$ cat src/rtl/bb_pkg.sv
package bb_pkg;

  typedef enum logic [2:0] {
    ST_IDLE,
    ST_PASS,
    ST_BREAD,
    ST_RMW_RD,
    ST_RMW_WR,
    ST_RESP
  } bbState_t;

  // Strobes from control to datapath
  typedef struct packed {
    logic useBacking;  // drive translated backing address
    logic wrSlave;     // slave access is a write
    logic capWord;     // capture backing word for modify
    logic capResp;     // capture response for master
    logic respBit;     // response is a single extracted bit
  } bbStrobes_t;

endpackage

$ cat src/rtl/bb_datapath.sv
module bb_datapath
  import bb_pkg::*;
#(
  parameter int AW = 32,
  parameter int DW = 32,
  parameter int ALIAS_LOG2 = 25,
  parameter logic [AW-1:0] ALIAS_BASE = 32'h4200_0000,
  parameter logic [AW-1:0] BACK_BASE  = 32'h4000_0000
) (
  input  logic          clk,
  input  logic          rstN,
  input  logic [AW-1:0] mAddr,
  input  logic [DW-1:0] mWdata,
  input  logic [DW-1:0] sRdata,
  input  bbStrobes_t    strb,
  output logic          hitAlias,
  output logic [AW-1:0] sAddr,
  output logic [DW-1:0] sWdata,
  output logic [DW-1:0] mRdata
);

  localparam int LANE_W = $clog2(DW / 8);
  localparam int BSEL_W = 3;
  localparam int BIT_W  = LANE_W + BSEL_W;
  localparam int LOW_W  = BIT_W;  // alias address bits below the byte offset
  localparam int BYTE_W = ALIAS_LOG2 - LOW_W;

  logic [ALIAS_LOG2-1:0] aliasOff;
  logic [BYTE_W-1:0]     byteOff;
  logic [BSEL_W-1:0]     bitSel;
  logic [BIT_W-1:0]      bitPos;
  logic [AW-1:0]         backAddr;
  logic [DW-1:0]         heldWord;
  logic [DW-1:0]         modWord;
  logic [DW-1:0]         respData;

  // Window decode: base is aligned to the window size
  assign hitAlias = (mAddr[AW-1:ALIAS_LOG2] == ALIAS_BASE[AW-1:ALIAS_LOG2]);
  assign aliasOff = mAddr[ALIAS_LOG2-1:0];
  assign byteOff  = aliasOff[ALIAS_LOG2-1:LOW_W];
  assign bitSel   = aliasOff[LOW_W-1:2];
  assign bitPos   = {byteOff[LANE_W-1:0], bitSel};
  assign backAddr = BACK_BASE + AW'({byteOff[BYTE_W-1:LANE_W], {LANE_W{1'b0}}});

  assign sAddr = strb.useBacking ? backAddr : mAddr;

  // Single-bit merge into captured backing word
  always_comb begin
    modWord         = heldWord;
    modWord[bitPos] = mWdata[0];
  end

  assign sWdata = strb.useBacking ? modWord : mWdata;

  // Response: either whole word or a zero-extended selected bit
  always_comb begin
    respData = sRdata;
    if (strb.respBit) begin
      respData    = '0;
      respData[0] = sRdata[bitPos];
    end
  end

  always_ff @(posedge clk or negedge rstN) begin
    if (!rstN) begin
      heldWord <= '0;
      mRdata   <= '0;
    end else begin
      if (strb.capWord) heldWord <= sRdata;
      if (strb.capResp) mRdata   <= respData;
    end
  end

  AST_RMW_ONE_BIT: assert property (@(posedge clk) disable iff (!rstN)
    (strb.wrSlave && strb.useBacking) |-> ($countones(sWdata ^ heldWord) <= 1));

  AST_RMW_BIT_VALUE: assert property (@(posedge clk) disable iff (!rstN)
    (strb.wrSlave && strb.useBacking) |-> (sWdata[bitPos] == mWdata[0]));

endmodule

$ cat src/rtl/bb_control.sv
module bb_control
  import bb_pkg::*;
(
  input  logic       clk,
  input  logic       rstN,
  input  logic       mReq,
  input  logic       mWrite,
  input  logic       hitAlias,
  input  logic       sReady,
  output bbStrobes_t strb,
  output logic       sReq,
  output logic       sWrite,
  output logic       sLock,
  output logic       mReady
);

  bbState_t state, stateNx;

  always_comb begin
    stateNx = state;
    unique case (state)
      ST_IDLE: begin
        if (mReq) begin
          if (!hitAlias)   stateNx = ST_PASS;
          else if (mWrite) stateNx = ST_RMW_RD;
          else             stateNx = ST_BREAD;
        end
      end
      ST_PASS, ST_BREAD: if (sReady) stateNx = ST_RESP;
      ST_RMW_RD:         if (sReady) stateNx = ST_RMW_WR;
      ST_RMW_WR:         if (sReady) stateNx = ST_RESP;
      ST_RESP:           stateNx = ST_IDLE;
      default:           stateNx = ST_IDLE;
    endcase
  end

  always_ff @(posedge clk or negedge rstN) begin
    if (!rstN) state <= ST_IDLE;
    else       state <= stateNx;
  end

  assign sReq   = (state == ST_PASS) || (state == ST_BREAD) ||
                  (state == ST_RMW_RD) || (state == ST_RMW_WR);
  assign sWrite = ((state == ST_PASS) && mWrite) || (state == ST_RMW_WR);
  assign sLock  = (state == ST_RMW_RD) || (state == ST_RMW_WR);
  assign mReady = (state == ST_RESP);

  always_comb begin
    strb.useBacking = (state == ST_BREAD) || (state == ST_RMW_RD) || (state == ST_RMW_WR);
    strb.wrSlave    = sWrite;
    strb.capWord    = (state == ST_RMW_RD) && sReady;
    strb.capResp    = ((state == ST_PASS) || (state == ST_BREAD)) && sReady;
    strb.respBit    = (state == ST_BREAD);
  end

  AST_READY_PULSE: assert property (@(posedge clk) disable iff (!rstN)
    mReady |=> !mReady);

  AST_LOCK_ONLY_ALIAS_WR: assert property (@(posedge clk) disable iff (!rstN)
    sLock |-> (mReq && mWrite && hitAlias));

endmodule

$ cat src/rtl/bb_alias_bridge.sv
module bb_alias_bridge
  import bb_pkg::*;
#(
  parameter int AW = 32,
  parameter int DW = 32,
  parameter int ALIAS_LOG2 = 25,
  parameter logic [AW-1:0] ALIAS_BASE = 32'h4200_0000,
  parameter logic [AW-1:0] BACK_BASE  = 32'h4000_0000
) (
  input  logic          clk,
  input  logic          rstN,
  input  logic          mReq,
  input  logic          mWrite,
  input  logic [AW-1:0] mAddr,
  input  logic [DW-1:0] mWdata,
  output logic          mReady,
  output logic [DW-1:0] mRdata,
  output logic          sReq,
  output logic          sWrite,
  output logic          sLock,
  output logic [AW-1:0] sAddr,
  output logic [DW-1:0] sWdata,
  input  logic          sReady,
  input  logic [DW-1:0] sRdata
);

  bbStrobes_t strb;
  logic       hitAlias;

  bb_control u_ctrl (
    .clk(clk), .rstN(rstN), .mReq(mReq), .mWrite(mWrite),
    .hitAlias(hitAlias), .sReady(sReady), .strb(strb),
    .sReq(sReq), .sWrite(sWrite), .sLock(sLock), .mReady(mReady)
  );

  bb_datapath #(
    .AW(AW), .DW(DW), .ALIAS_LOG2(ALIAS_LOG2),
    .ALIAS_BASE(ALIAS_BASE), .BACK_BASE(BACK_BASE)
  ) u_dp (
    .clk(clk), .rstN(rstN), .mAddr(mAddr), .mWdata(mWdata),
    .sRdata(sRdata), .strb(strb), .hitAlias(hitAlias),
    .sAddr(sAddr), .sWdata(sWdata), .mRdata(mRdata)
  );

  AST_RMW_SAME_WORD: assert property (@(posedge clk) disable iff (!rstN)
    (sReq && sWrite && sLock && $past(sReq && !sWrite && sLock)) |->
      (sAddr == $past(sAddr)));

  AST_LOCK_NEEDS_REQ: assert property (@(posedge clk) disable iff (!rstN)
    sLock |-> sReq);

endmodule

$ cat config.mk
export PLATFORM = sky130hd
export DESIGN_NAME = bb_alias_bridge
export DESIGN_NICKNAME = d
export VERILOG_FILES = /design/src/rtl/bb_pkg.sv /design/src/rtl/bb_datapath.sv /design/src/rtl/bb_control.sv /design/src/rtl/bb_alias_bridge.sv
export SDC_FILE = /design/constraint.sdc
export NUM_CORES = 1
export LEC_CHECK = 0
export BUFFER_PORTS_ARGS = -buffer_cell sky130_fd_sc_hd__buf_4
export CAP_MARGIN = 20
export CORE_ASPECT_RATIO = 1.25
export CORE_MARGIN = 1
export CORE_UTILIZATION = 46
export CTS_BUF_LIST = sky130_fd_sc_hd__clkbuf_16
export CTS_CLUSTER_DIAMETER = 120
export DETAILED_ROUTE_END_ITERATION = 6
export PLACE_DENSITY = 0.85
export SKIP_LAST_GASP = 1
export SYNTH_ARGS = -nofsm -noshare
export SYNTH_HDL_FRONTEND = slang
export SYNTH_SLANG_ARGS = --single-unit
$ cat constraint.sdc
create_clock -name clk -period 3 [get_ports clk]
set_input_delay 0 -clock clk [delete_from_list [all_inputs] [get_ports clk]]
set_output_delay 0 -clock clk [all_outputs]
set_load 0.02 [all_outputs]
Word-level counts from Yosys, hierarchy flattened
Cells that the tools add are included.
- order comparisons: 2
- add/sub/neg operators: 1
- reductions and logical operators: 14
- equality and inequality tests: 9
- multiplexer cells: 14
- operator list (cell ; number):
    2-to-1 mux 32 bit ; 3
    adder 31 x 20 -> 32 bit, first input constant ; 1
    bitwise mux 32 bit ; 1
    2-to-1 mux 3 bit ; 4
    case mux 3 bit (3 select lines) ; 1
    == test 7 x 6 -> 1 bit, second input constant ; 1
    logical OR 1 bit ; 7
    == test 3 x 2 -> 1 bit, second input constant ; 2
    == test 3 bit, second input constant ; 2
    < comparator 5 x 6 -> 1 bit, second input constant ; 1
    binary-select mux 1 bit (select 5 bit) ; 1
    demux 1 bit (select 5 bit) ; 1
    greater-or-equal comparator 5 x 1 -> 1 bit, second input constant ; 1
    logical AND 1 bit ; 4
    != test 2 bit, second input constant ; 2
    == test 3 x 1 -> 1 bit, second input constant ; 1
    zero test 3 bit ; 1
    2-to-1 mux 1 bit ; 3
    AND reduction 3 bit ; 1
    OR reduction 3 bit ; 1
    != test 2 x 1 -> 1 bit, second input constant ; 1
- output and inout bits: 100
- logic and storage cells: 43
- bits in registers: 67

Logic depth before layout (Yosys ltp)
- depth after elaboration: 6
- mapped depth: 8

By module
A second synthesis with hierarchy kept.
- cell total of the unflattened synthesis: 466
- area total of the unflattened synthesis: 4319.1 um^2
- by module, submodules not included (module ; cells an instance ; instances ; area an instance (um^2) ; sequential area each (um^2)):
    bb_datapath ; 432 ; 1 ; 4043.9 ; 1601.5
    bb_control ; 34 ; 1 ; 275.3 ; 75.1

Least setup slack after synthesis
OpenSTA, ideal clock, no wires.
- kind: flip-flop to output port
- from: reg u_ctrl.state[0]
- to: out sWdata[30]
- data required time: 3000 ps
- cell stages (with the launch flop): 8
- setup slack: 1146 ps
- arrival time: 1854 ps
- path through: dfrtp_1 -> buf_2 -> nor2_1 -> nand2_1 -> o21a_1 -> buf_2 -> clkbuf_1 -> o21ai_0
- word-level cells in the longest chain between the ends: 4
- RTL lines (element ; line ; text):
    start: declaration ; bb_control.sv:17 ; bbState_t state, stateNx;
    start signal: assignment ; bb_control.sv:39 ; else state <= stateNx;
    == test 3 x 2 -> 1 bit ; bb_control.sv:49 ; strb.useBacking = (state == ST_BREAD) || (state == ST_RMW_RD) || (state == ST_RMW_WR);
    logical OR 1 bit ; bb_control.sv:49 ;
    logical OR 1 bit * ; bb_control.sv:49 ;
    2-to-1 mux 32 bit * ; bb_datapath.sv:53 ; assign sWdata = strb.useBacking ? modWord : mWdata;
    end: declaration ; bb_alias_bridge.sv:22 ; output logic [DW-1:0] sWdata,
Every way passes the cells marked *; elsewhere a longest branch is shown, timed or not.

Worst setup path in the final report
- from: reg u_ctrl.state[0]
- to: out sAddr[15]
- word-level cells in the longest chain between the ends: 4
- RTL lines (element ; line ; text):
    == test 3 x 2 -> 1 bit ; bb_control.sv:49 ;
    logical OR 1 bit ; bb_control.sv:49 ;
    logical OR 1 bit * ; bb_control.sv:49 ;
    2-to-1 mux 32 bit * ; bb_datapath.sv:45 ; assign sAddr = strb.useBacking ? backAddr : mAddr;
    end: declaration ; bb_alias_bridge.sv:21 ; output logic [AW-1:0] sAddr,
Marked as above.

==> impl_results.md <==
- Total of max-cap violations: 0
- CTS Buf Count: 9
- Antenna violations before repair: 0
- Core Area: 8700 um2
- Comb pwr share: 0.484
- Part of the power in registers: 0.290
- Final Total Pwr: roughly 0.0045 W
- Post-CTS Setup Bufs: 0
- Worst hold path depth: 3
- Avg Inst Size Synth: 8.98 um2
- Dominant synthesized flop cell: dfrtp_1
- Drt initial violations: 252
- # IOs: 201
- Pint: 0.00269 W
- Yosys cell types: 33
- Worst slew margin: 0.434
- Hold Path Class: primary input to flip-flop
- Switching Fraction: 0.398
- Clk Tree Root Cell: clkbuf_16
- Reg-to-reg endpoint: u_dp.mRdata[0]
- Yosys reg bits: 67
- Crit Reg-Reg Startpoint: u_ctrl.state[2]
- Setup crit end kind: output pin
- Final WL: 14000 um
- Count of final setup violators: 0
- Via count: approximately 4300
- DRC violations left: 0
- Avg WL per Cell: 17.5 um
- Yosys Warn Count: 0
- Clock Latency Late Sink: 0.32 ns
- Die H: 108 um
- Outcome: finished, final reports clean
- Fin Setup TNS: 0 ns
- Net Sw Power: 0.00178 W
- Die area: 9400 um2
- Cell area after layout: 6320 um2
- Seq/Total Area, Yosys: 0.404
- Clk_skew: 0.00445 ns
- Post-synth EDFFs: 0
- Maximum vdd drop: 0.418 mV
- Fmax: a little under 400 MHz
- Final worst-path cycle share: 0.863
- Overall global routing resource usage: 0.297
- Grt total ovfl: 0
- Share of layout cells above drive strength 1: 0.406
- Post-Syn Nets: ~560
- Post-CTS Hold Fix Bufs: 34
- Mapped Area: 4150 um2
- Worst hold start: sReady
- First-pass GRT wire length: around 21000 um
- N_diodes: 0
- Hpwl dp: 9850 um
- Layout area overhead: 52.5%
- Clock sink count: 67
- Final Slew Violations: 0
- Post-DP Area: 5690 um2
- Final hold viol count: 0
- Hold Path Sink: u_ctrl.state[0]
- Htree depth: 3
- Pleak: 3.24 nW
- Sequential standard cell area: 1680 um2
- Die Wd: 86.9 um
- I/O Buffers: 200
- Fin Hold WS: 0.00607 ns
- Largest net degree at the start of global routing: 68
- Critical Path RT: roughly 3.0 ns
- CP arrival: 2.59 ns
- Fin worst setup slack: 0.411 ns
- Clock power frac: 0.226
- Routed Antenna Nets: 0
- Final nets: around 780
- Post_cts resized: 0
- Multi-input logic area: 2320 um2
- Synth Instances: 462
- Final min period: 2.59 ns
- CTS tree: built
- Crit Path Class: flip-flop to output pin
- Pre-CTS setup slack: 0.753 ns
- RSZ-0062 raised after global routing: false
- R2r setup slk: between 0.7 and 0.8 ns
- Avg Vias per Cell: 5.42
- Least-Margin Pin Slew: between 0.8 and 0.9 ns
- Clock-pin transition on the worst setup and hold timing paths: 0.05 ns
- Pwr Density: slightly above 700 nW/um2
- Crit-path max FO: 43
- Fillcell total: 663
- Worst-case reg-to-reg path depth: 6
- CTS max path bufs: 2
- Startpoint types: flip-flop
- DR pass1 iterations: 4
- Initial Utilization: 0.477
- Fraction of registers with async set/reset: 1.00
- Vias in the first global route: 4319
- Final GP Congestion: 0.863
- Row count: 38
-- synthesized netlist by cell type, types with 5 or more instances --
library cell  number  area, um2
and2_1            14       87.6
o21ai_0           33        165
nand3b_1           7       52.6
nand2_1          107        402
buf_2              8       40.0
o22ai_1            5       31.3
nand2b_1           5       31.3
a21oi_1            6       30.0
clkbuf_1          25       93.8
dfrtp_1           67       1680
mux2i_1           40        400
nor3_1             5       25.0
mux2_2            51        574
nand3_1           38        190
nor2_1            17       63.8
buf_1              5       18.8
-- logic make-up after synthesis --
group | synth area share
AND/OR/NAND/NOR | 0.234
multiplexers | 0.251
flip-flops | 0.404
AO/OA/AOI/OAI | 0.0664
buffers and inverters | 0.0377
XOR/XNOR | 0.00634
-- per-layer routing --
metal	share of wire	global-route usage	wire length, um
met5	0	0	0
met4	0.035	0.151	483
met3	0.057	0.0542	798
met2	0.52	0.522	7300
met1	0.39	0.342	5380
-- cells in the final DEF, fill, tap and decap left out, types with 9 or more instances in the layout --
cell	instances
and2_1	14
buf_4	205
clkbuf_16	9
dfrtp_1	67
dlygate4sd3_1	34
mux2_2	51
mux2i_1	40
nand2_1	107
nand3_1	38
nor2_1	17
o21ai_0	33
-- how the worst max path moves through the flow --
stage | from | end | slack [ns] | cells after the start
3_3_place_gp | u_ctrl.state[2] | u_dp.mRdata[0] | 0.87 | 6
6_report | u_ctrl.state[0] | sAddr[15] | 0.41 | 6
3_5_place_dp | u_ctrl.state[0] | sAddr[7] | 0.75 | 6
2_1_floorplan | u_ctrl.state[0] | sWdata[30] | 1.15 | 7
4_1_cts | u_ctrl.state[0] | sAddr[7] | 0.41 | 6
5_1_grt | u_ctrl.state[0] | sAddr[12] | 0.27 | 6
-- worst max-delay path, cell delays in order (launching register included) --
cell     delay, ns
dfrtp_1       0.53
nor2_1        0.17
nand2_1       0.14
o21a_2        0.44
buf_4         0.43
mux2_2        0.39
buf_4         0.16
-- through the flow --
stage / instances / util
after CTS: 798 / 0.725
after detailed placement: 749 / 0.653
final: 799 / 0.727
after floorplan: 462 / -
after global placement: 749 / 0.653
after global routing: 799 / 0.727
-- area by class of cell --
cell class / count / area share
Timing Repair Buffer: 240 / 0.300
Tap cell: 120 / 0.0237
Inverter: 1 / 0.000594
Clock buffer: 9 / 0.0356
Sequential cell: 67 / 0.265
Multi-Input combinational cell: 356 / 0.366
Clock inverter: 6 / 0.00910
-- power by group through the flow --
stage	Sequential, W	Clock, W	Combinational [W]
2_1_floorplan	0.00151	0	0.000960
3_3_place_gp	0.00129	0	0.00204
3_5_place_dp	0.00130	0	0.00210
4_1_cts	0.00129	0.00102	0.00214
5_1_grt	0.00132	0.00106	0.00231
6_report	0.00130	0.00101	0.00216
-- sequential cells by signal, indices dropped and copies added (netlist names) --
name           cells
u_dp.mRdata       32
u_dp.heldWord     32
u_ctrl.state       3
Power figures use the tool's default switching activity.
